**src/rtl/rxa_pkg.sv**
```systemverilog
package rxa_pkg;

    localparam int WORD_W   = 32;
    localparam int IDX_W    = 4;
    localparam int ROT_W    = 2;
    localparam int PC_INDEX = 15;

    typedef enum logic [1:0] {
        KIND_BYTE = 2'b00,
        KIND_HALF = 2'b01,
        KIND_PAIR = 2'b10,
        KIND_RSVD = 2'b11
    } ext_kind_e;

    // bit 3 signed, bit 2 accumulate, bits 1:0 kind
    typedef struct packed {
        logic      sgn;
        logic      acc;
        ext_kind_e kind;
    } op_t;

    typedef struct packed {
        logic [WORD_W-1:0] value;
        logic              wr;
        logic              unp;
    } out_t;

    function automatic op_t decode_op(input logic [3:0] code);
        op_t o;
        o.sgn  = code[3];
        o.acc  = code[2];
        o.kind = ext_kind_e'(code[1:0]);
        return o;
    endfunction

    function automatic logic is_pc(input logic [IDX_W-1:0] idx);
        return idx == IDX_W'(PC_INDEX);
    endfunction

endpackage

```
**src/rtl/rxa_rotator.sv**
```systemverilog
module rxa_rotator #(
    parameter int XLEN  = rxa_pkg::WORD_W,
    parameter int ROT_W = rxa_pkg::ROT_W
) (
    input  logic [XLEN-1:0]  src_i,
    input  logic [ROT_W-1:0] rot_i,
    output logic [XLEN-1:0]  dst_o
);
    localparam int NROT = 1 << ROT_W;
    localparam int STEP = XLEN / NROT;

    logic [XLEN-1:0] cand [NROT];

    for (genvar k = 0; k < NROT; k++) begin : g_rot
        if (k == 0) begin : g_none
            assign cand[k] = src_i;
        end else begin : g_turn
            assign cand[k] = {src_i[k*STEP-1:0], src_i[XLEN-1:k*STEP]};
        end
    end

    assign dst_o = cand[rot_i];
endmodule

```
**src/rtl/rxa_extender.sv**
```systemverilog
module rxa_extender
    import rxa_pkg::*;
#(
    parameter int XLEN = WORD_W
) (
    input  logic [XLEN-1:0] word_i,
    input  ext_kind_e       kind_i,
    input  logic            sgn_i,
    output logic [XLEN-1:0] ext_o
);
    localparam int BYTE_W = 8;
    localparam int HALF_W = XLEN / 2;
    localparam int NLANE  = XLEN / HALF_W;

    logic [XLEN-1:0] pair_w;
    logic [XLEN-1:0] byte_w;
    logic [XLEN-1:0] half_w;
    logic            unused_top;

    for (genvar l = 0; l < NLANE; l++) begin : g_lane
        logic [BYTE_W-1:0] b;
        assign b = word_i[l*HALF_W +: BYTE_W];
        assign pair_w[l*HALF_W +: HALF_W] =
            {{(HALF_W-BYTE_W){sgn_i & b[BYTE_W-1]}}, b};
    end

    assign byte_w = {{(XLEN-BYTE_W){sgn_i & word_i[BYTE_W-1]}}, word_i[BYTE_W-1:0]};
    assign half_w = {{(XLEN-HALF_W){sgn_i & word_i[HALF_W-1]}}, word_i[HALF_W-1:0]};
    assign unused_top = ^word_i[XLEN-1 -: BYTE_W];

    always_comb begin
        unique case (kind_i)
            KIND_BYTE: ext_o = byte_w;
            KIND_HALF: ext_o = half_w;
            KIND_PAIR: ext_o = pair_w;
            default:   ext_o = '0;
        endcase
    end
endmodule

```
**src/rtl/rxa_accum.sv**
```systemverilog
module rxa_accum #(
    parameter int XLEN = rxa_pkg::WORD_W
) (
    input  logic [XLEN-1:0] base_i,
    input  logic [XLEN-1:0] ext_i,
    input  logic            acc_i,
    input  logic            split_i,
    output logic [XLEN-1:0] sum_o
);
    localparam int LANE_W = XLEN / 2;
    localparam int NLANE  = XLEN / LANE_W;

    logic [XLEN-1:0] lane_sum;
    logic [XLEN-1:0] full_sum;

    assign full_sum = base_i + ext_i;

    for (genvar l = 0; l < NLANE; l++) begin : g_lane
        assign lane_sum[l*LANE_W +: LANE_W] =
            base_i[l*LANE_W +: LANE_W] + ext_i[l*LANE_W +: LANE_W];
    end

    always_comb begin
        if (!acc_i)
            sum_o = ext_i;
        else if (split_i)
            sum_o = lane_sum;
        else
            sum_o = full_sum;
    end
endmodule

```
**src/rtl/rxa_guard.sv**
```systemverilog
module rxa_guard
    import rxa_pkg::*;
#(
    parameter int IW = IDX_W
) (
    input  op_t           op_i,
    input  logic [IW-1:0] rd_i,
    input  logic [IW-1:0] rm_i,
    input  logic [IW-1:0] rn_i,
    input  logic          cond_i,
    output logic          unp_o,
    output logic          wr_o
);
    logic base_bad;
    logic rn_bad;
    logic rsvd;

    assign base_bad = is_pc(rd_i) || is_pc(rm_i);
    assign rn_bad   = (op_i.kind == KIND_PAIR) && op_i.acc && !op_i.sgn && is_pc(rn_i);
    assign rsvd     = (op_i.kind == KIND_RSVD);

    assign unp_o = base_bad || rn_bad || rsvd;
    assign wr_o  = cond_i && !unp_o;
endmodule

```
**src/rtl/rxa_unit.sv**
```systemverilog
module rxa_unit
    import rxa_pkg::*;
#(
    parameter int XLEN    = WORD_W,
    parameter int IW      = IDX_W,
    parameter int RW      = ROT_W,
    parameter bit OUT_REG = 1'b1
) (
    input  logic            clk,
    input  logic            rst,
    input  logic [3:0]      op,
    input  logic [RW-1:0]   rot,
    input  logic [XLEN-1:0] rn_val,
    input  logic [XLEN-1:0] rm_val,
    input  logic [IW-1:0]   rd_idx,
    input  logic [IW-1:0]   rm_idx,
    input  logic [IW-1:0]   rn_idx,
    input  logic            cond_ok,
    output logic [XLEN-1:0] result,
    output logic            wr_en,
    output logic            unpred
);
    op_t             dec;
    logic [XLEN-1:0] rotated;
    logic [XLEN-1:0] widened;
    logic [XLEN-1:0] summed;
    logic            unp_c;
    logic            wr_c;

    assign dec = decode_op(op);

    rxa_rotator #(.XLEN(XLEN), .ROT_W(RW)) rot_i (
        .src_i (rm_val),
        .rot_i (rot),
        .dst_o (rotated)
    );

    rxa_extender #(.XLEN(XLEN)) ext_i (
        .word_i (rotated),
        .kind_i (dec.kind),
        .sgn_i  (dec.sgn),
        .ext_o  (widened)
    );

    rxa_accum #(.XLEN(XLEN)) acc_i (
        .base_i  (rn_val),
        .ext_i   (widened),
        .acc_i   (dec.acc),
        .split_i (dec.kind == KIND_PAIR),
        .sum_o   (summed)
    );

    rxa_guard #(.IW(IW)) grd_i (
        .op_i   (dec),
        .rd_i   (rd_idx),
        .rm_i   (rm_idx),
        .rn_i   (rn_idx),
        .cond_i (cond_ok),
        .unp_o  (unp_c),
        .wr_o   (wr_c)
    );

    if (OUT_REG) begin : g_reg
        logic [XLEN-1:0] res_q;
        logic            wr_q;
        logic            unp_q;
        always_ff @(posedge clk) begin
            if (rst) begin
                res_q <= '0;
                wr_q  <= 1'b0;
                unp_q <= 1'b0;
            end else begin
                res_q <= summed;
                wr_q  <= wr_c;
                unp_q <= unp_c;
            end
        end
        assign result = res_q;
        assign wr_en  = wr_q;
        assign unpred = unp_q;
    end else begin : g_comb
        logic unused_clk;
        assign unused_clk = clk ^ rst;
        assign result = summed;
        assign wr_en  = wr_c;
        assign unpred = unp_c;
    end
endmodule

```
**config.mk**
```make
export PLATFORM = sky130hd
export DESIGN_NAME = rxa_unit
export DESIGN_NICKNAME = d
export VERILOG_FILES = /design/src/rtl/rxa_pkg.sv /design/src/rtl/rxa_rotator.sv /design/src/rtl/rxa_extender.sv /design/src/rtl/rxa_accum.sv /design/src/rtl/rxa_guard.sv /design/src/rtl/rxa_unit.sv
export SDC_FILE = /design/constraint.sdc
export NUM_CORES = 1
export LEC_CHECK = 0
export CAP_MARGIN = 40
export CELL_PAD_IN_SITES_DETAIL_PLACEMENT = 1
export CELL_PAD_IN_SITES_GLOBAL_PLACEMENT = 1
export CORE_ASPECT_RATIO = 0.7
export CORE_UTILIZATION = 36
export CTS_CLUSTER_SIZE = 20
export DETAILED_ROUTE_END_ITERATION = 12
export GPL_TIMING_DRIVEN = 0
export MAX_ROUTING_LAYER = met4
export PLACE_DENSITY_LB_ADDON = 0.1
export SYNTH_ARGS = -nofsm -noshare
export SYNTH_HDL_FRONTEND = slang
export SYNTH_SLANG_ARGS = --single-unit
```
**constraint.sdc**
```tcl
create_clock -name clk -period 6.9 [get_ports clk]
set_clock_uncertainty 0.15 [all_clocks]
set_input_delay 1.725 -clock clk [delete_from_list [all_inputs] [get_ports clk]]
set_output_delay 1.725 -clock clk [all_outputs]
set_load 0.1 [all_outputs]
```
* After elaboration in Yosys (flattened, before gate mapping)
Cells that the tools add are included.
** Word-level totals
- Memory bits (writable) :: 0
- Output and inout port bits :: 34
- Input port bits :: 85
- Bits in registers :: 34
- Memories :: 0
- Bits in latches :: 0
- ROM bits :: 0
- Logic and storage cells :: 33
** Cells by class
- Shift-type cells :: 0
- Add/sub/neg operators :: 3
- Muxes and demuxes :: 6
- Eq/ne operators :: 6
- Div/mod/pow operators :: 0
- Reduce and logical (&&, ||, !) cells :: 10
- Multiply operators :: 0
- Bitwise operators :: 4
- $lt $le $gt $ge :: 1
** Operator list (count)
- 32-bit case mux with 3 select lines :: 1
- 32-bit binary-select mux with 2-bit select :: 1
- 32-bit two-way mux :: 2
- 24-bit two-way mux :: 2
- 16-bit adder :: 2
- 32-bit adder :: 1
- 4-bit equality test (second input constant) :: 3
- 2-bit equality test (second input constant) :: 2
- 1-bit logical AND :: 4
- 1-bit bitwise AND :: 3
- 3-bit greater-or-equal comparator (second input constant) :: 1
- 1-bit logical OR :: 3
- 2-bit NOT with 3-bit output :: 1
- 2-bit by 1-bit equality test with 1-bit output (second input constant) :: 1
- 1-bit logical NOT :: 2
- 2-bit logical NOT :: 1

* Longest topological paths before layout
Gate-level depths: netlist (run 1).
- Depth after elaboration :: 9
- Depth in mapped cells :: 18

* Modules after synthesis
A second synthesis (run 1) with hierarchy kept.
** Second synthesis, totals
- Cell total of the unflattened synthesis :: 484
- Area, all modules :: 4440.5 um^2
** By module, submodules not included
- rxa_accum :: times used 1, cells an instance 318, area each 2273.4 um^2
- rxa_unit :: times used 1, cells an instance 72, area each 943.4 um^2
- rxa_rotator :: times used 1, cells an instance 40, area each 824.5 um^2
- rxa_extender :: times used 1, cells an instance 45, area each 344.1 um^2
- rxa_guard :: times used 1, cells an instance 9, area each 55.1 um^2

* Worst setup path before layout (run 1)
No wires, ideal clock.
- Kind :: input to register
- From :: input port rot[1]
- To :: register g_reg.res_q[29] (netlist: result[29])
- Slack :: 2001 ps
- Stages on the path :: 14
- Arrival :: 4625 ps
- Required time :: 6626 ps
- Cells stage by stage :: buf_2 > buf_2 > mux2_2 > o211ai_1 > inv_1 > ha_1 > a21oi_1 > nand4b_1 > a211oi_2 > o32ai_1 > o41a_1 > o21ai_1 > xnor2_1 > o21ai_1
** Between the ends
- Longest elaborated chain between the ends :: 9
** Ends and longest elaborated chain
- start, declared :: line rxa_unit.sv:12 : input logic [RW-1:0] rot,
- 2-bit NOT with 3-bit output (not written as such) * :: line rxa_rotator.sv:22 : assign dst_o = cand[rot_i];
- 32-bit binary-select mux with 2-bit select * :: line rxa_rotator.sv:22
- 24-bit two-way mux (not written as such) * (2 in a row) :: line rxa_rotator.sv:22
- 1-bit bitwise AND, on equally long branches :: line rxa_extender.sv:24, rxa_extender.sv:27, rxa_extender.sv:28
- 32-bit case mux with 3 select lines * :: line rxa_extender.sv:32 : unique case (kind_i)
- 32-bit adder / 16-bit adder (equally long branches) :: line rxa_accum.sv:16, rxa_accum.sv:20
- 32-bit two-way mux :: line rxa_accum.sv:26 : else if (split_i)
- 32-bit two-way mux * :: line rxa_accum.sv:24 : if (!acc_i)
- end signal, assigned :: line rxa_unit.sv:73 : res_q <= summed;
- end, declared :: line rxa_unit.sv:64 : logic [XLEN-1:0] res_q;
Mark *: on every way between the ends. The rest lies on a longest branch, timed or not. The select of a mux whose other input is x is not followed.
A chain may end at the register's enable or synchronous reset.

* Worst setup path after layout (run 1)
Ends and elaborated chain as after synthesis.

==> summary.txt, run 1 <==
Finish
  – Final core utilization: 0.579
  – Diode count: 0
  – Share of layout cells above drive strength 1: 0.0997
  – NumNets Final: roughly 740
  – Area added between synthesis and finish: 56.3%

Worst setup path
  – Setup CP Type: in -> reg
  – Arr. time, crit path: ~6200 ps
  – CP cell instances: clkdlybuf4s50_1 > buf_2 > buf_2 > mux2i_1 > nor2_1 > a21oi_1 > o21ai_0 > ha_1 > a21oi_1 > o21ai_0 > a221o_1 > o32ai_1 > o41a_1 > o21ai_1 > xnor2_1 > o21ai_1
  – Startpoint Class: input port
  – Slowest-stage cell, CP: o32ai_1
  – Crit. Startpoint: rot[1]
  – Worst endpoint required time: ~6900 ps
  – Crit-path max cell delay: roughly 620 ps
  – Worst-path maximum fanout: 10
  – Kind of end point of the critical path: flop

Floorplanning
  – Die area: 10400 µm²
  – Core area: just under 10000 µm²
  – Die height: between 80 and 90 µm
  – DIE WIDTH: 121 µm
  – Ports: around 120
  – Starting Density: 0.371
  – # rows: 30

Clocking
  – Depth of the CTS H-tree: 2
  – Hold Buf Count CTS: 0
  – Postcts setup bufs: 0
  – Clock buffer count from CTS: 5
  – CTS tree: yes
  – CTS root buffer: clkbuf_16
  – CTS Sinks: 34
  – Post-CTS Resized: 0
  – CTS max path bufs: 2
  – Clk pin slew, worst setup/hold paths: 60 ps

Synthesis
  – Simple-gate share of the synthesized area: 0.191
  – Synth Area in Compound Gates: 0.287
  – Top post-synthesis cells by area: dfxtp_1 (19%), ha_1 (11%), mux2i_1 (7.5%), o21ai_0 (5.7%), a21oi_1 (5.0%)
  – Synth cell count leaders: nor2_1 (43), o21ai_0 (41), a21oi_1 (36)
  – Post-synthesis xor/xnor area fraction: 0.0708
  – Largest family of logic cells by synthesized area: compound AO/OA/AOI/OAI gates
  – Proportion of synthesized area in mux cells: 0.107
  – Synth Instances: roughly 460
  – Synth warnings: 0
  – Register area share after synthesis: 0.190
  – Post-synthesis async set-or-reset flop share: 0
  – Mean post-synth cell area: roughly 7.7 µm²
  – Yosys top cell by area: dfxtp_1
  – Net Count, Synth: 582
  – Flop and latch count out of synthesis: 34
  – Synth unique cells: 52
  – Area share of the largest cell type after synthesis: 0.190
  – EDFF count, synth: 0
  – Most frequent cell after synthesis: nor2_1
  – Mapped Area: roughly 3600 µm²
  – Top FF cell, synth: dfxtp_1
  – Post-Synth Adder-Cell Area: 0.119

Place
  – # port buffers: 116
  – Final Wtd Congestion: 0.912
  – Dpl hpwl: 12.3 mm

Timing
  – Setup TNS: 0 ps
  – Final Hold Viols: 0
  – Finish-stage setup viols: 0
  – Tightest Pin Transition: 905 ps
  – Hold WS: around 1900 ps
  – Final Slew Violations: 0
  – RSZ-0062 raised after global routing: false
  – Fmax: around 160 MHz
  – Post-route clock period utilization: 0.901
  – Slew margin rel.: 0.397
  – Min Tclk post-route: approximately 6200 ps

Detailed routing
  – DRC viols: 0
  – WL final: about 15 mm
  – Number of DRC markers in iteration 0: 258
  – Routed Antenna Nets: 0
  – Wire per inst: approximately 20 µm
  – Via density per instance: between 5 and 6
  – DR pass1 iterations: 5
  – Vias: about 4300

GRT
  – Number of global-route vias before repair: between 4000 and 5000
  – GRT Util Overall: 0.303
  – Initial antenna violation count: 0
  – Total gr overflow: 0
  – First-pass GRT wire length: 23.5 mm
  – Largest net degree at the start of global routing: 12

Power and ir drop
  – P_leak: about 2.4 nW
  – Total Power: 1.14 mW
  – VDD IR max: 0.113 mV
  – Pwr Density: approximately 200 nW/µm²

Worst hold path
  – Number of cells on the worst hold path: 2
  – Tightest Hold Check Type: in -> reg
  – Hold path start: cond_ok

Run
  – Max cap viols: 0

Outcome
  – Status: finished, final reports clean
[stage by stage]
stage	worst slack [ps]	instances	area [µm²]
4_1_cts	769	750	5610
3_3_place_gp	643	708	4910
3_5_place_dp	485	742	5460
6_report	683	750	5610
5_1_grt	505	750	5610
2_1_floorplan	2000	464	3590
[per-layer routing]
metal / share of wire / GRT usage / vias up
met4: 0.0097 / 0.0572 / 0
met5: 0 / - / -
met3: 0.055 / 0.0492 / 12
met1: 0.49 / 0.400 / 2076
met2: 0.45 / 0.490 / 143
li1: - / - / 2037
[kinds of logic (layout without fill, tap and decap cells)]
kind of cell               count (synthesis)  after routing
adders and majority gates                 33             33
DFF                                       34             34
and+or+nand+nor                          138            138
buffers and inverters                     33            191
xor gates and xnor gates                  29             29
muxes                                     37             37
AOI/OAI and AO/OA                        160            160
[sequential cells by signal, indices dropped and copies added (netlist names)]
name	flops
unpred	1
wr_en	1
result	32
[critical path, delay by kind of cell]
family                     cells  cell delay (ps)
xor gates and xnor gates       1              160
buffers and inverters          3             1080
and+or+nand+nor                1               80
adders and majority gates      1              460
AOI/OAI and AO/OA              9             2370
muxes                          1              350
[power breakdown]
group / switching [mW] / leakage, nW / internal [mW]
Combinational: 0.404 / 2.03 / 0.268
Clock: 0.0957 / 0.0729 / 0.143
Sequential: 0.00722 / 0.282 / 0.220
Total: 0.507 / 2.39 / 0.631
[worst paths after layout]
kind                         end  slack (ps)
worst min-delay path       wr_en        1890
worst max-delay path  result[29]         680
[placed cells by master (no fill, tap or decap), drive strengths merged, types with 11 or more instances in the layout]
master           n
nor2            43
nand2           31
mux2i           27
a21oi           37
nor2b           11
nand2b          11
o21ai           43
ha              31
clkdlybuf4s50  116
a211oi          24
xor2            13
a21o            20
buf             40
dfxtp           34
clkbuf          23
xnor2           16
[layout make-up]
cell class,instances,area (µm²)
fill,1159,4080
multi-input combinational,397,2780
timing repair buffer,150,1710
sequential,34,681
tap,128,160
clock buffer,6,139
buffer,23,90.1
inverter,10,37.5
clock inverter,2,12.5
No activity file was read; power rests on OpenSTA's default activity.
==> run 2, diff against run 1 <==
--- a/config.mk
+++ b/config.mk
@@ -5,7 +5,7 @@
 export SDC_FILE = /design/constraint.sdc
 export NUM_CORES = 1
 export LEC_CHECK = 0
-export CAP_MARGIN = 40
+export CAP_MARGIN = 30
 export CELL_PAD_IN_SITES_DETAIL_PLACEMENT = 1
 export CELL_PAD_IN_SITES_GLOBAL_PLACEMENT = 1
 export CORE_ASPECT_RATIO = 0.7
@@ -14,7 +14,7 @@
 export DETAILED_ROUTE_END_ITERATION = 12
 export GPL_TIMING_DRIVEN = 0
 export MAX_ROUTING_LAYER = met4
-export PLACE_DENSITY_LB_ADDON = 0.1
+export PLACE_DENSITY = 0.9
 export SYNTH_ARGS = -nofsm -noshare
 export SYNTH_HDL_FRONTEND = slang
 export SYNTH_SLANG_ARGS = --single-unit
==> run 2 against run 1 <==
  * Largest power group unchanged
  * Highest routed layer unchanged
  * Non-clock buffer count fell by 34
  * Routed wire length fell by 6.7%
  * Final cell count fell by 4.5%
  * Sequential share of layout area rose by 1.3 points
  * Combinational power fell by 11%
  * First-iteration DRC count fell by 20%
  * Power fell by 8.5%
==> summary.txt, run 2 (synthesis results as in run 1) <==
Timing
  – Slew margin rel.: 0.327 (-0.0694)
  – RSZ-0062 raised after global routing: false
  – Hold WS: 1880 ps (-11.8 ps)
  – Tightest Pin Transition: 1010 ps (+101 ps)
  – Min Tclk post-route: 6120 ps (-96.9 ps)
  – Post-route clock period utilization: 0.887 (-0.0140)
  – Worst setup margin: 780 ps (+96.9 ps)
  – Final Slew Violations: 0 (unchanged)
  – Fmax: 163 MHz (+1.6%)
  – Finish-stage setup viols: 0 (unchanged)
  – Final Hold Viols: 0 (unchanged)
  – Setup TNS: 0 ps (unchanged)

Detailed routing
  – Wire per inst: 19.3 µm (-2.3%)
  – DRC viols: 0 (unchanged)
  – Via density per instance: 5.69 (about the same)
  – Number of DRC markers in iteration 0: 207 (-20%)
  – Routed Antenna Nets: 0 (unchanged)
  – WL final: 13.8 mm (-6.7%)
  – DR pass1 iterations: 4 (-1)
  – Vias: 4076 (-4.5%)

Place
  – Final Wtd Congestion: 0.960 (+5.3%)
  – Dpl hpwl: 11.8 mm (-4.2%)
  – Placed cell area: 4910 µm² (-10%)
  – # port buffers: 116 (unchanged)
  – Place WS: 662 ps (+177 ps)

Clocking
  – Depth of the CTS H-tree: 2 (unchanged)
  – CTS max path bufs: 2 (unchanged)
  – Postcts setup bufs: 0 (unchanged)
  – Clock buffer count from CTS: 5 (unchanged)
  – Hold Buf Count CTS: 0 (unchanged)
  – CTS root buffer: clkbuf_16
  – Post-CTS Resized: 0 (unchanged)
  – CTS tree: yes
  – CTS Sinks: 34 (unchanged)
  – Clk pin slew, worst setup/hold paths: 50 ps (about the same)

Floorplanning
  – # rows: 30 (unchanged)
  – Ports: 119 (unchanged)
  – Die area: 10400 µm² (unchanged)
  – DIE WIDTH: 121 µm (unchanged)
  – Starting Density: 0.371 (unchanged)
  – Core area: 9680 µm² (unchanged)
  – Die height: 85.5 µm (unchanged)

GRT
  – GRT Util Overall: 0.272 (-0.0306)
  – Largest net degree at the start of global routing: 11 (-1)
  – Number of global-route vias before repair: 4032 (-11%)
  – First-pass GRT wire length: 21.2 mm (-9.9%)
  – Total gr overflow: 0 (unchanged)
  – Initial antenna violation count: 0 (unchanged)

Power and ir drop
  – Sequential share of power: 0.217 (+0.018)
  – Sw Share: 0.457 (+0.0115)
  – Clock power frac: 0.212 (+0.002)
  – P_leak: 2.13 nW (-11%)
  – Comb power frac: 0.571 (-0.020)
  – Pwr Density: 206 nW/µm² (+1.5%)
  – Switching power: 0.476 mW (-6.1%)
  – Cell Int Power: 0.565 mW (-10%)
  – VDD IR max: 0.0907 mV (-19%)

Finish
  – Most common cell after layout, fill and taps aside: clkdlybuf4s50_1
  – Max reg flops: 32 (unchanged)
  – Area added between synthesis and finish: 40.9%
  – Diode count: 0 (unchanged)
  – Share of layout cells above drive strength 1: 0.0459 (-0.0538)
  – NumNets Final: 705 (-4.6%)
  – Fillers: 1210 (+4.4%)
  – Post-route cell area: 5060 µm² (-9.8%)
  – Commonest non-fill, non-tap cells in the layout: clkdlybuf4s50_1 (116), nor2_1 (43), o21ai_0 (41)

Outcome
  – Status: finished, final reports clean

Worst setup path
  – Worst endpoint required time: 6940 ps (+30 ps)
  – Setup CP Type: in -> reg
  – Arr. time, crit path: 6160 ps (-70 ps)
  – Worst-path maximum fanout: 10 (unchanged)
  – Kind of end point of the critical path: flop
  – Crit. Startpoint: rot[1]
  – Startpoint Class: input port
  – Crit path to: result[31]

Run
  – Max cap viols: 0 (unchanged)

Worst hold path
  – Tightest Hold Check Type: in -> reg
[run 2: cell count changes in the layout (fill, tap and decap cells not counted)]
cell,before,now
buf_8,31,0
clkinvlp_4,1,0
clkbuf_1,17,18
buf_16,3,0
[run 2: power by group through the flow]
stage                     logic [mW]  registers, mW  clock network, mW
after floorplan                0.238          0.398                  0
after global placement         0.571          0.229                  0
after detailed placement       0.585          0.231                  0
after CTS                      0.588          0.227              0.223
after global routing           0.627          0.228              0.228
final                          0.595          0.226              0.220
[run 2: worst min path at each step]
| stage | startpoint | to | cells past startpoint |
|---|---|---|---|
| 4_1_cts | op[2] | result[20] | 3 |
| 2_1_floorplan | rst | result[18] | 1 |
| 3_5_place_dp | op[2] | result[20] | 3 |
| 6_report | op[2] | result[20] | 3 |
| 5_1_grt | cond_ok | wr_en | 2 |
| 3_3_place_gp | cond_ok | wr_en | 2 |
[run 2: per-stage QoR]
| step | utilization | total power [mW] | cells |
|---|---|---|---|
| finish | 0.522 | 1.04 | 716 |
| global route | 0.522 | 1.08 | 716 |
| CTS | 0.522 | 1.04 | 716 |
| detailed placement | 0.507 | 0.816 | 708 |
| global placement | 0.507 | 0.800 | 708 |
| floorplan | - | 0.636 | 464 |
[run 2: metal layers]
metal  share of wire  GRT usage  vias up
met2            0.42      0.409      140
met3           0.064     0.0293       10
met4          0.0074     0.0494        0
met1            0.51      0.394     1966
met5               0          -        -
li1                -          -     1960
[run 2: worst max-delay path, cell delays in order]
cell and delay (ps):
clkdlybuf4s50_1 490, buf_2 250, mux2i_1 260, mux2i_1 130, mux2i_1 170, nor2_1 80, nand2_1 220, o21ai_0 330
ha_1 390, clkbuf_1 340, nand2_1 140, o211a_1 300, nor4_1 310, o21ai_0 170, nand3b_1 290, nand3_1 160
a31o_1 250, a21oi_1 150
[run 2: cell type report]
class                           count  area [µm²]  share of cell area
Clock buffer                        7         143              0.0282
Inverter                           10        37.5             0.00742
Clock inverter                      1        5.00            0.000990
Buffer                             23        90.1              0.0178
Tap cell                          128         160              0.0317
Sequential cell                    34         681               0.135
Multi-Input combinational cell    397        2780               0.550
Timing Repair Buffer              116        1160               0.230
